<file path="config.mk">
export PLATFORM = sky130hd
export DESIGN_NAME = sinc_tap_filter
export DESIGN_NICKNAME = d
export VERILOG_FILES = /design/src/rtl/snf_pkg.sv /design/src/rtl/snf_ctrl.sv /design/src/rtl/snf_datapath.sv /design/src/rtl/sinc_tap_filter.sv
export SDC_FILE = /design/constraint.sdc
export NUM_CORES = 1
export LEC_CHECK = 0
export BUFFER_PORTS_ARGS = -buffer_cell sky130_fd_sc_hd__buf_4
export CAP_MARGIN = 30
export CORE_ASPECT_RATIO = 0.5
export CORE_UTILIZATION = 50
export CTS_CLUSTER_DIAMETER = 120
export DETAILED_ROUTE_END_ITERATION = 8
export PLACE_DENSITY = 0.7
export SLEW_MARGIN = 20
export SYNTH_ARGS = -nofsm -noshare
export SYNTH_HDL_FRONTEND = slang
export SYNTH_HIERARCHICAL = 1
export SYNTH_SLANG_ARGS = --single-unit
</file>
<file path="constraint.sdc">
create_clock -name clk -period 1.1 [get_ports clk]
set_input_delay 0.165 -clock clk [delete_from_list [all_inputs] [get_ports clk]]
set_output_delay 0.165 -clock clk [all_outputs]
set_load 0.05 [all_outputs]
</file>
<file path="src/rtl/snf_pkg.sv">
package snf_pkg;

  // Strobes the control path sends to the datapath
  typedef struct packed {
    logic capture;   // register a new sample this edge
  } snfStrobes_t;

  // Default sinc profile, bit index 15 down to 0 (symmetric, so order is moot)
  localparam logic signed [15:0][7:0] SINC_COEFS_16 = '{
    -8'sd20, -8'sd26, -8'sd20, 8'sd0, 8'sd32, 8'sd68, 8'sd99, 8'sd118,
    8'sd118, 8'sd99, 8'sd68, 8'sd32, 8'sd0, -8'sd20, -8'sd26, -8'sd20
  };

  // Accumulator width that holds numTaps * max|coef| with sign
  function automatic int accWidth(input int coefW, input int numTaps);
    return coefW + $clog2(numTaps) + 1;
  endfunction

endpackage

</file>
<file path="src/rtl/snf_ctrl.sv">
module snf_ctrl (
  input  logic                  clk,
  input  logic                  rstN,
  input  logic                  inValid,
  output snf_pkg::snfStrobes_t  strobes,
  output logic                  outValid
);

  always_comb begin
    strobes.capture = inValid;
  end

  always_ff @(posedge clk or negedge rstN) begin
    if (!rstN) outValid <= 1'b0;
    else       outValid <= inValid;
  end

  // valid follows the input strobe with one cycle of latency
  a_r4_valid_follow: assert property (@(posedge clk) disable iff (!rstN)
    inValid |=> outValid);
  a_r4_valid_drop: assert property (@(posedge clk) disable iff (!rstN)
    !inValid |=> !outValid);
  // reset clears the valid flag
  a_r5_reset_valid: assert property (@(posedge clk)
    !rstN |=> !outValid);

endmodule

</file>
<file path="src/rtl/snf_datapath.sv">
module snf_datapath #(
  parameter int NUM_TAPS = 16,
  parameter int COEF_W   = 8,
  parameter int ACC_W    = snf_pkg::accWidth(COEF_W, NUM_TAPS),
  parameter logic signed [NUM_TAPS-1:0][COEF_W-1:0] COEFS = snf_pkg::SINC_COEFS_16
) (
  input  logic                        clk,
  input  logic                        rstN,
  input  snf_pkg::snfStrobes_t        strobes,
  input  logic [NUM_TAPS-1:0]         taps,
  output logic signed [ACC_W-1:0]     sampleQ
);

  // Total of magnitudes on one side of the sign split
  function automatic int sideMag(input bit wantNeg);
    int acc = 0;
    for (int k = 0; k < NUM_TAPS; k++) begin
      int c = int'($signed(COEFS[k]));
      if (wantNeg && c < 0)       acc += -c;
      else if (!wantNeg && c > 0) acc += c;
    end
    return acc;
  endfunction

  function automatic int coefTotal();
    int acc = 0;
    for (int k = 0; k < NUM_TAPS; k++) acc += int'($signed(COEFS[k]));
    return acc;
  endfunction

  localparam int POS_MAG = sideMag(1'b0);
  localparam int NEG_MAG = sideMag(1'b1);
  localparam logic signed [ACC_W-1:0] ALL_ONES_SUM = ACC_W'(coefTotal());

  logic signed [ACC_W-1:0] posTerm [NUM_TAPS];
  logic signed [ACC_W-1:0] negTerm [NUM_TAPS];
  logic signed [ACC_W-1:0] posSum, negSum, sampleD;

  // Per-tap ±1 mapping and routing to the accumulator that matches the sign
  for (genvar i = 0; i < NUM_TAPS; i++) begin : g_tap
    localparam int CI = int'($signed(COEFS[i]));
    localparam logic signed [ACC_W-1:0] MAG = ACC_W'((CI < 0) ? -CI : CI);
    if (CI >= 0) begin : g_pos
      always_comb begin
        posTerm[i] = taps[i] ? MAG : -MAG;
        negTerm[i] = '0;
      end
    end else begin : g_neg
      always_comb begin
        negTerm[i] = taps[i] ? MAG : -MAG;
        posTerm[i] = '0;
      end
    end
  end

  always_comb begin
    posSum = '0;
    negSum = '0;
    for (int k = 0; k < NUM_TAPS; k++) begin
      posSum += posTerm[k];
      negSum += negTerm[k];
    end
    sampleD = posSum - negSum;
  end

  always_ff @(posedge clk or negedge rstN) begin
    if (!rstN)                sampleQ <= '0;
    else if (strobes.capture) sampleQ <= sampleD;
  end

  // neither accumulator leaves its worst-case range
  a_r6_no_overflow: assert property (@(posedge clk) disable iff (!rstN)
    (int'(posSum) <= POS_MAG) && (int'(posSum) >= -POS_MAG) &&
    (int'(negSum) <= NEG_MAG) && (int'(negSum) >= -NEG_MAG));
  // sample holds when no new vector arrives
  a_r4_hold_sample: assert property (@(posedge clk) disable iff (!rstN)
    !strobes.capture |=> $stable(sampleQ));
  // extreme vectors give plus and minus the coefficient total
  a_r2_all_ones: assert property (@(posedge clk) disable iff (!rstN)
    (strobes.capture && (&taps)) |=> (sampleQ == ALL_ONES_SUM));
  a_r2_all_zeros: assert property (@(posedge clk) disable iff (!rstN)
    (strobes.capture && (taps == '0)) |=> (sampleQ == -ALL_ONES_SUM));

endmodule

</file>
<file path="src/rtl/sinc_tap_filter.sv">
module sinc_tap_filter #(
  parameter int NUM_TAPS = 16,
  parameter int COEF_W   = 8,
  parameter logic signed [NUM_TAPS-1:0][COEF_W-1:0] COEFS = snf_pkg::SINC_COEFS_16,
  localparam int ACC_W   = snf_pkg::accWidth(COEF_W, NUM_TAPS)
) (
  input  logic                    clk,
  input  logic                    rstN,
  input  logic [NUM_TAPS-1:0]     tapsIn,
  input  logic                    inValid,
  output logic signed [ACC_W-1:0] sampleOut,
  output logic                    outValid
);

  snf_pkg::snfStrobes_t strobes;

  snf_ctrl ctrl_i (
    .clk      (clk),
    .rstN     (rstN),
    .inValid  (inValid),
    .strobes  (strobes),
    .outValid (outValid)
  );

  snf_datapath #(
    .NUM_TAPS (NUM_TAPS),
    .COEF_W   (COEF_W),
    .ACC_W    (ACC_W),
    .COEFS    (COEFS)
  ) dp_i (
    .clk     (clk),
    .rstN    (rstN),
    .strobes (strobes),
    .taps    (tapsIn),
    .sampleQ (sampleOut)
  );

endmodule

</file>
; ---- Yosys cells after proc, flatten, opt, wreduce, memory -nomap -nowiden
; Index checks and enable logic that the tools add are counted.
[totals]
input_bits = 19
register_bits = 14
[op_classes]
addsub = 13
mux = 14
[ops]
columns = operator, n
row1 = two-way mux 13 bit, 14
row2 = adder 13 bit, 12
row3 = subtractor 13 bit, 1

; ---- Logic depth before layout (Yosys ltp)
; Gate-level depths: netlist of run 1.
[depth]
depth_word = 9
ltp_mapped = 17
mapped_depth_nobuf = 17

; ---- By module
; Netlist of run 1, hierarchy kept.
[by_module_without_submodules]
columns = mod, instances, area_each_um2, cells_each
row1 = snf_datapath, 1, 2705.1, 257
row2 = snf_ctrl, 1, 32.5, 2

; ---- Least setup slack after synthesis of run 1
; Ideal clock, no wire load.
[synth_timing]
path_kind = input -> register
from = in tapsIn[6]
to = reg dp_i.sampleQ[12]
t_required_ps = 1031
stages = 16
setup_time_ps = 69
arrival_time_ps = 4820
path_slack_ps = -3789
cell_sequence = inv_1 fa_1 inv_1 fa_1 inv_1 fa_1 fa_1 fa_1 inv_1 fa_1 inv_1 ha_1 a21oi_2 a211oi_1 or4b_1 nand3_1
[synth_between]
elab_chain_len = 8
[synth_lines]
columns = element, line_no
row1 = from (decl), sinc_tap_filter.sv:9  ; input logic [NUM_TAPS-1:0] tapsIn,
row2 = two-way mux 13 bit, snf_datapath.sv:45  ; posTerm[i] = taps[i] ? MAG : -MAG;
row3 = adder 13 bit (6 in a row), snf_datapath.sv:60  ; posSum += posTerm[k];
row4 = subtractor 13 bit, snf_datapath.sv:63  ; sampleD = posSum - negSum;
row5 = to (signal assigned), snf_datapath.sv:68  ; else if (strobes.capture) sampleQ <= sampleD;
row6 = to (decl), snf_datapath.sv:11  ; output logic signed [ACC_W-1:0] sampleQ
; Every way passes these cells.
; A chain may end at the register's enable or synchronous reset.

; ---- Final worst setup path of run 1
[layout_timing]
from = in tapsIn[9]
to = reg dp_i.sampleQ[12]
[layout_between]
elab_chain_len = 5
[layout_lines]
columns = element, line_no
row1 = two-way mux 13 bit, snf_datapath.sv:45
row2 = adder 13 bit (3 in a row), snf_datapath.sv:60
row3 = subtractor 13 bit, snf_datapath.sv:63
; Every way passes these cells.

==> out/metrics.cfg, run 1 <==
[clock_tree]
cts_buffer_depth=2
clockRootBuffer=clkbuf_8
clock_latency_ns=0.24
clock-sinks=13
path_clk_slew_ns=0.05
numCtsBuffers=3
htreeDepth=1
cts_tree=yes

[placement]
io_buffers=29
gp_congestion=0.860
dpl.hpwl_um=4490

[timing]
finalSetupViolCount=11
hold_violations=0
period_share_pct=409
skew_ns=0
rsz0062_at_grt=true
clock.fmax_mhz=222
slew_viol_final=0
finalWorstSetupSlack_ns=-3.40
period_minus_slack_ns=4.50

[layout]
finalNetCount=452
synthToLayoutAreaGrowth_pct=34.3
fillCellCount=352
drive_gt1_share_pct=38.9
utilization_pct=72.2
antenna_cells=0

[worst_setup_path]
cpMaxStageDelayCell=fa_1
path_class=primary input to flip-flop
required_ns=1.28
worstReg2RegEnd=dp_i/sampleQ[10]
critPathArrivalTime_ns=4.68
cp_common_cell=fa_1
crit_chain=buf_8 -> clkinvlp_4 -> fa_1 -> buf_4 -> fa_1 -> fa_1 -> fa_1 -> fa_1 -> inv_1 -> fa_1 -> inv_2 -> ha_4 -> a21oi_4 -> a211oi_2 -> or4b_1 -> nand3_1
cp_max_fo=6
r2r_cells=2
crit_family=adder cells
r2r_slack_ns=0.31
endpoint_kind=flip-flop
max_stage_delay_ns=0.56
startpoint_type=primary input
worst-path-buf-inv=5
reg2reg_from=dp_i/sampleQ[10]

[logic_synthesis]
synth_flop_cell=dfrtp_1
synthesis.nets=371
synthArstFlopShare_pct=100
ys_warn_count=6
synth_edf_count=0
synth.distinct_cells=30
synth_area_per_cell_um2=10.6
syn_area_um2=2740
yosys_register_bits=13
ys_seq_area_share_pct=11.9
synth_cells=259

[global_routing]
global_route.usage.total_pct=20.6
antenna_found_initial=0
grt_pass1_wl_um=8790
grt_pass1_vias=1963
grt_max_degree=14
grt-ovfl-total=0

[hold_path]
hold_depth=1
hold_path_class=primary input to flip-flop
min_to=ctrl_i/outValid
hp-start=inValid

[die]
core_area_um2=5090
num_io_pins=33
die_y_um=54.3
num_rows=18
dieWidth_um=107
die_area_um2=5790
start_util_pct=53.8

[detailed_routing]
viasPerCell=4.48
first_iter_violations=31
wl_per_cell_um=12.4
ant_nets=0
drc=0
first_pass_iters=4
vias=1831
totalWireLength_um=5070

[outcome]
status=finished with violations
violations=setup timing

[flow_run]
cap_viol_max_count=0

[worst max-delay path by stage]
stage | startpoint | to | slack, ns | cells past startpoint
final | tapsIn[9] | dp_i/sampleQ[12] | -3.40 | 16
after global routing | tapsIn[9] | dp_i/sampleQ[9] | -3.53 | 19
after CTS | tapsIn[9] | dp_i/sampleQ[9] | -3.36 | 18
after detailed placement | tapsIn[8] | dp_i/sampleQ[9] | -3.69 | 17
after global placement | tapsIn[9] | dp_i/sampleQ[12] | -3.64 | 15
after floorplan | tapsIn[9] | dp_i/sampleQ[10] | -3.43 | 15
[sequential cells by signal, summed over array words and instances, names as in the netlist]
name,count
dp_i/sampleQ,12
ctrl_i/outValid,1
[cell usage in the layout, fill, tap and decap left out, types with 2 or more instances in the layout]
cell | netlist | final
ha_1 | 26 | 18
ha_4 | 0 | 8
clkinvlp_4 | 0 | 4
buf_6 | 0 | 5
dfrtp_1 | 13 | 13
xnor2_1 | 4 | 4
inv_1 | 104 | 84
a21o_1 | 3 | 3
inv_2 | 0 | 15
a21oi_2 | 1 | 4
mux2_1 | 3 | 2
nand2b_1 | 2 | 2
fa_1 | 67 | 58
xor2_1 | 2 | 2
mux2i_1 | 3 | 3
buf_4 | 2 | 71
clkbuf_8 | 0 | 3
nand3b_1 | 2 | 2
a31o_1 | 2 | 2
mux2_4 | 0 | 2
fa_2 | 0 | 9
nand2_2 | 0 | 2
buf_8 | 0 | 3
[cells in the mapped netlist (3+ instances only)]
cell type | number | share of area (%)
nand2_1 | 3 | 0.41
a21oi_1 | 5 | 0.91
dfrtp_1 | 13 | 12
inv_1 | 104 | 14
mux2i_1 | 3 | 1.1
ha_1 | 26 | 12
a21o_1 | 3 | 0.82
xnor2_1 | 4 | 1.3
mux2_1 | 3 | 1.2
fa_1 | 67 | 49
[metrics by stage]
step                      hold WS [ns]  area [um^2]  setup TNS (ns)  cells  worst slack, ns
final                            0.157         3680          -30.73    409            -3.40
after global routing             0.152         3680          -32.06    409            -3.53
after CTS                        0.144         3640          -30.58    407            -3.36
after detailed placement        0.0110         3470          -33.83    395            -3.69
after global placement         0.00984         3470          -33.33    395            -3.64
after floorplan                 -0.131         2880          -30.42    259            -3.43
[metal layers]
| metal | global-route usage [%] | vias to the layer above | part of all wire, % |
|---|---|---|---|
| met5 | 0 | - | 0 |
| met1 | 26.9 | 890 | 48 |
| met4 | 7.31 | 0 | 2.0 |
| li1 | - | 892 | - |
| met2 | 37.1 | 39 | 46 |
| met3 | 2.50 | 10 | 3.9 |
[final cells by class]
type | instances | area (um^2) | area share [%]
clock buffers | 3 | 41.3 | 1.12
inverters | 104 | 408 | 11.1
repair buffers | 80 | 644 | 17.5
flip-flops and latches | 13 | 325 | 8.85
multi-input cells | 138 | 2170 | 58.9
clock inverters | 1 | 5.00 | 0.136
well taps | 70 | 87.6 | 2.38
[cells by family (layout without fill, tap and decap cells)]
kind of cell / count (synthesis) / count (layout) / synth area share [%]
AOI/OAI and AO/OA: 15 / 15 / 3.61
xor gates and xnor gates: 6 / 6 / 1.92
adders and majority gates: 93 / 93 / 60.9
buffers and inverters: 108 / 188 / 15.1
DFF: 13 / 13 / 11.9
muxes: 8 / 8 / 3.15
other: 1 / 1 / 0.137
and+or+nand+nor: 15 / 15 / 3.29
[timing repair]
item                       4_1_cts  5_1_grt
setup endpoints to repair       11       11
gates resized for setup         23       10
hold endpoints to repair        13        0
setup buffers                    8        3
hold buffers                     1        0
pin swaps                       26        7
Power of run 1 is not shown: default switching activity piles up to over one toggle a cycle in this logic, so the estimate is an artifact.
==> run 2: changes to the inputs <==
--- a/config.mk
+++ b/config.mk
@@ -7,11 +7,13 @@
 export LEC_CHECK = 0
 export BUFFER_PORTS_ARGS = -buffer_cell sky130_fd_sc_hd__buf_4
 export CAP_MARGIN = 30
+export CELL_PAD_IN_SITES_DETAIL_PLACEMENT = 1
+export CELL_PAD_IN_SITES_GLOBAL_PLACEMENT = 1
 export CORE_ASPECT_RATIO = 0.5
 export CORE_UTILIZATION = 50
 export CTS_CLUSTER_DIAMETER = 120
 export DETAILED_ROUTE_END_ITERATION = 8
-export PLACE_DENSITY = 0.7
+export PLACE_DENSITY_LB_ADDON = 0.1
 export SLEW_MARGIN = 20
 export SYNTH_ARGS = -nofsm -noshare
 export SYNTH_HDL_FRONTEND = slang
==> run 2 against run 1 <==
Against the previous run: the run still ends with setup timing left; hold slack improved by 0.014 ns; via count increased by 21%; critical path depth increased by 1; wire length increased by 110%; design area increased by 3.2%; largest cell class unchanged; die area unchanged; fmax decreased by 8.2%; clock skew unchanged; register-to-register slack got worse by 0.10 ns; utilization increased by 2.3 points; first-iteration DRC count increased to 3.0 times the previous value.
==> out/metrics.cfg, run 2 (synthesis gave the netlist of run 1 again) <==
[outcome]
status=finished with violations
violations=setup timing

[timing]
hold_violations=0  ; unchanged
rsz0062_at_grt=true
finalSetupViolCount=12  ; +1
slew_viol_final=0  ; unchanged
whs_ns=0.170  ; +0.0135 ns
period_minus_slack_ns=4.91  ; +0.404 ns
period_share_pct=446  ; +37 points
tns_ns=-33.80  ; -3.07 ns
finalWorstSetupSlack_ns=-3.81  ; -0.404 ns
skew_ns=0  ; unchanged
clock.fmax_mhz=204  ; -8.2%

[layout]
largest_reg_flops=12  ; unchanged
mostFrequentLayoutCell=inv_1
drive_gt1_share_pct=45.4  ; +6.5 points
fillCellCount=493  ; +40%
finalNetCount=452  ; unchanged
final_cell_mix=inv_1 (74), buf_4 (67), fa_1 (56)
antenna_cells=0  ; unchanged
synthToLayoutAreaGrowth_pct=38.6
largest_register=dp_i/sampleQ
reg_top3=dp_i/sampleQ: 12 flops, ctrl_i/outValid: 1 flops
finish.instance_area_um2=3790  ; +3.2%

[clock_tree]
cts_tree=yes
path_clk_slew_ns=0.06  ; about the same
htreeDepth=1  ; unchanged
cts_buffer_depth=2  ; unchanged
clockRootBuffer=clkbuf_8
clock_latency_ns=0.24  ; about the same
clock-sinks=13  ; unchanged
numCtsBuffers=3  ; unchanged

[global_routing]
grt_max_degree=14  ; unchanged
grt_pass1_vias=2432  ; +24%
antenna_found_initial=0  ; unchanged
global_route.usage.total_pct=31.2  ; +11 points
grt_pass1_wl_um=12500  ; +42%
grt-ovfl-total=0  ; unchanged

[hold_path]
hold_path_class=primary input to flip-flop
hold_depth=1  ; unchanged
hp-start=inValid

[placement]
dpl.hpwl_um=7000  ; +56%
place_area_um2=3470  ; unchanged
io_buffers=29  ; unchanged
gp_congestion=0.840  ; -2.3%
place_ws_ns=-4.03  ; -0.339 ns

[worst_setup_path]
cpMaxStageDelayCell=fa_2
critPathArrivalTime_ns=5.03  ; +0.35 ns
max_stage_delay_ns=0.59  ; +0.03 ns
crit_chain=buf_8 -> clkinvlp_4 -> fa_2 -> inv_2 -> fa_1 -> inv_2 -> fa_1 -> fa_1 -> fa_1 -> inv_1 -> fa_1 -> inv_2 -> ha_4 -> a21oi_4 -> a21oi_2 -> or3_1 -> a31o_1
required_ns=1.22  ; -0.06 ns
r2r_slack_ns=0.21  ; -0.10 ns
cp_max_fo=4  ; -2
reg2reg_from=dp_i/sampleQ[6]
endpoint_kind=flip-flop
r2r_cells=1  ; -1
crit_start=tapsIn[6]
cp_common_cell=fa_1
startpoint_type=primary input
path_class=primary input to flip-flop

[detailed_routing]
first_iter_violations=94  ; +200%
first_pass_iters=4  ; unchanged
vias=2216  ; +21%
viasPerCell=5.42  ; +21%
drc=0  ; unchanged
wl_per_cell_um=25.9  ; +110%
ant_nets=0  ; unchanged
totalWireLength_um=10600  ; +110%

[flow_run]
cap_viol_max_count=0  ; unchanged

[die]
core_area_um2=5090  ; unchanged
start_util_pct=53.8  ; unchanged
dieWidth_um=107  ; unchanged
die_area_um2=5790  ; unchanged
die_y_um=54.3  ; unchanged
num_io_pins=33  ; unchanged
num_rows=18  ; unchanged

run 2: cell count changes in the layout (fill, tap and decap cells not counted), sizes merged:
cell,previous run,this run
clkbuf,3,4
clkinv,1,0
run 2: critical path: cells and delay by family:
family                     cells  cell delay, ns
buffers and inverters          6            0.47
AOI/OAI and AO/OA              3            0.57
and+or+nand+nor                1            0.36
adders and majority gates      7            3.43
run 2: what timing repair did:
action                                  4_1_cts  5_1_grt
gates resized for setup                      18       44
pin swaps                                     9       18
hold buffers                                  1        0
buffers inserted                              4        5
endpoints found under the hold margin        13        0
endpoints found under the setup margin       11       11
run 2: cell type report:
| cell class | count | area, um^2 | area share (%) |
|---|---|---|---|
| multi-input cells | 138 | 2270 | 59.8 |
| clock buffers | 4 | 45.0 | 1.19 |
| inverters | 104 | 408 | 10.8 |
| repair buffers | 80 | 659 | 17.4 |
| flip-flops and latches | 13 | 325 | 8.58 |
| well taps | 70 | 87.6 | 2.31 |
run 2: metal layers:
| metal | vias to the layer above | global-route usage [%] | part of all wire, % |
|---|---|---|---|
| met3 | 50 | 6.43 | 8.5 |
| met5 | - | 0 | 0 |
| met2 | 145 | 65.1 | 51 |
| li1 | 888 | - | - |
| met4 | 0 | 16.4 | 4.6 |
| met1 | 1133 | 30.6 | 35 |
run 2: path summary, 6_finish.rpt:
check	endpoint
max reg2reg	dp_i/sampleQ[6]
max in group asynchronous	dp_i/sampleQ[3]
max	dp_i/sampleQ[10]
min in group asynchronous	dp_i/sampleQ[12]
min	ctrl_i/outValid
min reg2reg	dp_i/sampleQ[5]
run 2: metrics by stage:
stage / instances / utilization [%]
4_1_cts: 404 / 70.6
3_3_place_gp: 395 / 68.2
6_report: 409 / 74.5
3_5_place_dp: 395 / 68.2
5_1_grt: 409 / 74.5
2_1_floorplan: 259 / -
Power of run 2 is left out for the same reason.
==> run 3: changes to the inputs <==
--- a/config.mk
+++ b/config.mk
@@ -9,7 +9,7 @@
 export CAP_MARGIN = 30
 export CELL_PAD_IN_SITES_DETAIL_PLACEMENT = 1
 export CELL_PAD_IN_SITES_GLOBAL_PLACEMENT = 1
-export CORE_ASPECT_RATIO = 0.5
+export CORE_ASPECT_RATIO = 1.75
 export CORE_UTILIZATION = 50
 export CTS_CLUSTER_DIAMETER = 120
 export DETAILED_ROUTE_END_ITERATION = 8
==> run 3 against run 2 <==
Against the previous run: the flow finishes with violations (DRC, setup timing); hold slack improved by 0.0085 ns; flip-flop and latch count did not move; fmax rose by 2.5%; design area fell by 1.6%; largest cell class unchanged; cell count fell by 4.9%; non-clock buffer count fell by 5; die area fell by 0.11%; register-to-register slack improved by 0.02 ns; critical path type unchanged; via count fell by 6.7%; sequential share of layout area rose by 0.14 points; clock skew did not move; clock-buffer cell count did not move.
==> out/metrics.cfg, run 3 (synthesis gave the netlist of run 1 again) <==
[timing]
finalWorstSetupSlack_ns=-3.69  ; +0.118 ns
period_share_pct=435  ; -11 points
slew_viol_final=0  ; unchanged
tns_ns=-32.98  ; +0.820 ns
skew_ns=0  ; unchanged
period_minus_slack_ns=4.79  ; -0.118 ns
hold_violations=0  ; unchanged
clock.fmax_mhz=209  ; +2.5%
rsz0062_at_grt=true
whs_ns=0.179  ; +0.00855 ns
finalSetupViolCount=11  ; -1

[layout]
fillCellCount=535  ; +8.5%
largest_reg_flops=12  ; unchanged
stdcell_count=389  ; -4.9%
seqCellArea_um2=325  ; unchanged
drive_gt1_share_pct=41.0  ; -4.4 points
antenna_cells=0  ; unchanged
mostFrequentLayoutCell=inv_1
finalNetCount=447  ; -1.1%
largest_register=dp_i/sampleQ
multi_input_area_um2=2230  ; -1.6%
reg_top3=dp_i/sampleQ: 12 flops, ctrl_i/outValid: 1 flops
synthToLayoutAreaGrowth_pct=36.3
final_cell_mix=inv_1 (80), fa_1 (57), buf_4 (57)

[detailed_routing]
ant_nets=0  ; unchanged
totalWireLength_um=8960  ; -15%
viasPerCell=5.31  ; -1.9%
vias=2067  ; -6.7%
first_iter_violations=78  ; -17%
drc=3  ; +3
first_pass_iters=6  ; +2
wl_per_cell_um=23.0  ; -11%

[die]
dieWidth_um=57.9  ; -46%
num_rows=35  ; +17
die_area_um2=5790  ; -0.11%
die_y_um=99.9  ; +84%
start_util_pct=52.1  ; -1.7 points
core_area_um2=5260  ; +3.2%
num_io_pins=33  ; unchanged

[worst_setup_path]
required_ns=1.27  ; +0.05 ns
startpoint_type=primary input
cpMaxStageDelayCell=fa_2
endpoint_kind=flip-flop
reg2reg_from=dp_i/sampleQ[10]
cp_max_fo=4  ; unchanged
max_stage_delay_ns=0.64  ; +0.05 ns
critPathArrivalTime_ns=4.96  ; -0.07 ns
path_class=primary input to flip-flop
cp_common_cell=fa_1
r2r_slack_ns=0.23  ; +0.02 ns
crit_chain=buf_8 -> clkinvlp_4 -> fa_2 -> inv_4 -> fa_1 -> inv_2 -> fa_1 -> fa_1 -> fa_1 -> inv_2 -> fa_1 -> inv_2 -> ha_4 -> a21oi_4 -> a211oi_2 -> or4b_1 -> nand3_1
r2r_cells=2  ; +1
worstReg2RegEnd=dp_i/sampleQ[10]

[placement]
gp_congestion=0.846  ; +0.63%
io_buffers=29  ; unchanged
dpl.hpwl_um=6220  ; -11%
place_ws_ns=-3.80  ; +0.227 ns
dp_cells=375  ; -5.1%

[hold_path]
hold_path_class=primary input to flip-flop
hp-start=inValid
min_to=ctrl_i/outValid
hold_depth=1  ; unchanged

[global_routing]
grt_pass1_wl_um=12500  ; -0.50%
grt-ovfl-total=0  ; unchanged
grt_max_degree=14  ; unchanged
antenna_found_initial=0  ; unchanged
global_route.usage.total_pct=30.1  ; -1.1 points
grt_pass1_vias=2504  ; +3.0%

[clock_tree]
clock-sinks=13  ; unchanged
path_clk_slew_ns=0.05  ; about the same
clockRootBuffer=clkbuf_8
cts_tree=yes
numCtsBuffers=3  ; unchanged
htreeDepth=1  ; unchanged
clock_latency_ns=0.23  ; about the same
cts_buffer_depth=2  ; unchanged

[outcome]
violations=DRC, setup timing
status=finished with violations

[flow_run]
cap_viol_max_count=0  ; unchanged

[run 3: stage by stage]
step	utilization (%)	cell area (um^2)
finish	71.0	3730
global route	71.0	3730
CTS	69.4	3650
detailed placement	65.3	3430
global placement	65.3	3430
floorplan	-	2880
[run 3: critical path: cells and delay by family]
kind,cells,cell delay [ns]
compound gates,2,0.32
fa+ha+maj,7,3.40
buf+inv,6,0.45
simple gates,2,0.64
[run 3: area by class of cell]
type,count,area share (%)
clock buffers,4,1.21
flip-flops and latches,13,8.72
repair buffers,75,17.4
multi-input cells,138,59.8
well taps,55,1.84
inverters,104,11.0
[run 3: routing by layer]
metal  global-route usage (%)  vias up  wire [um]
li1                         -      881          -
met3                     2.19       29        187
met5                        0        -          0
met1                     27.2     1095       2760
met2                     63.0       62       5570
met4                     13.4        0        439
[run 3: how the worst max path moves through the flow]
stage / from / endpoint / slack [ns] / cells past startpoint
after global routing: tapsIn[9] / dp_i/sampleQ[12] / -3.79 / 17
after CTS: tapsIn[6] / dp_i/sampleQ[12] / -3.54 / 17
after global placement: tapsIn[6] / dp_i/sampleQ[12] / -3.73 / 17
after detailed placement: tapsIn[6] / dp_i/sampleQ[12] / -3.80 / 17
after floorplan: tapsIn[9] / dp_i/sampleQ[10] / -3.43 / 15
final: tapsIn[6] / dp_i/sampleQ[12] / -3.69 / 17
[run 3: repair_timing]
| item | in CTS | in global routing |
|---|---|---|
| endpoints found under the hold margin | 13 | 0 |
| resized for setup | 33 | 20 |
| pin swaps | 24 | 5 |
| endpoints found under the setup margin | 11 | 11 |
| hold buffers | 1 | 0 |
| setup buffers | 5 | 4 |
Power of run 3 is left out for the same reason.
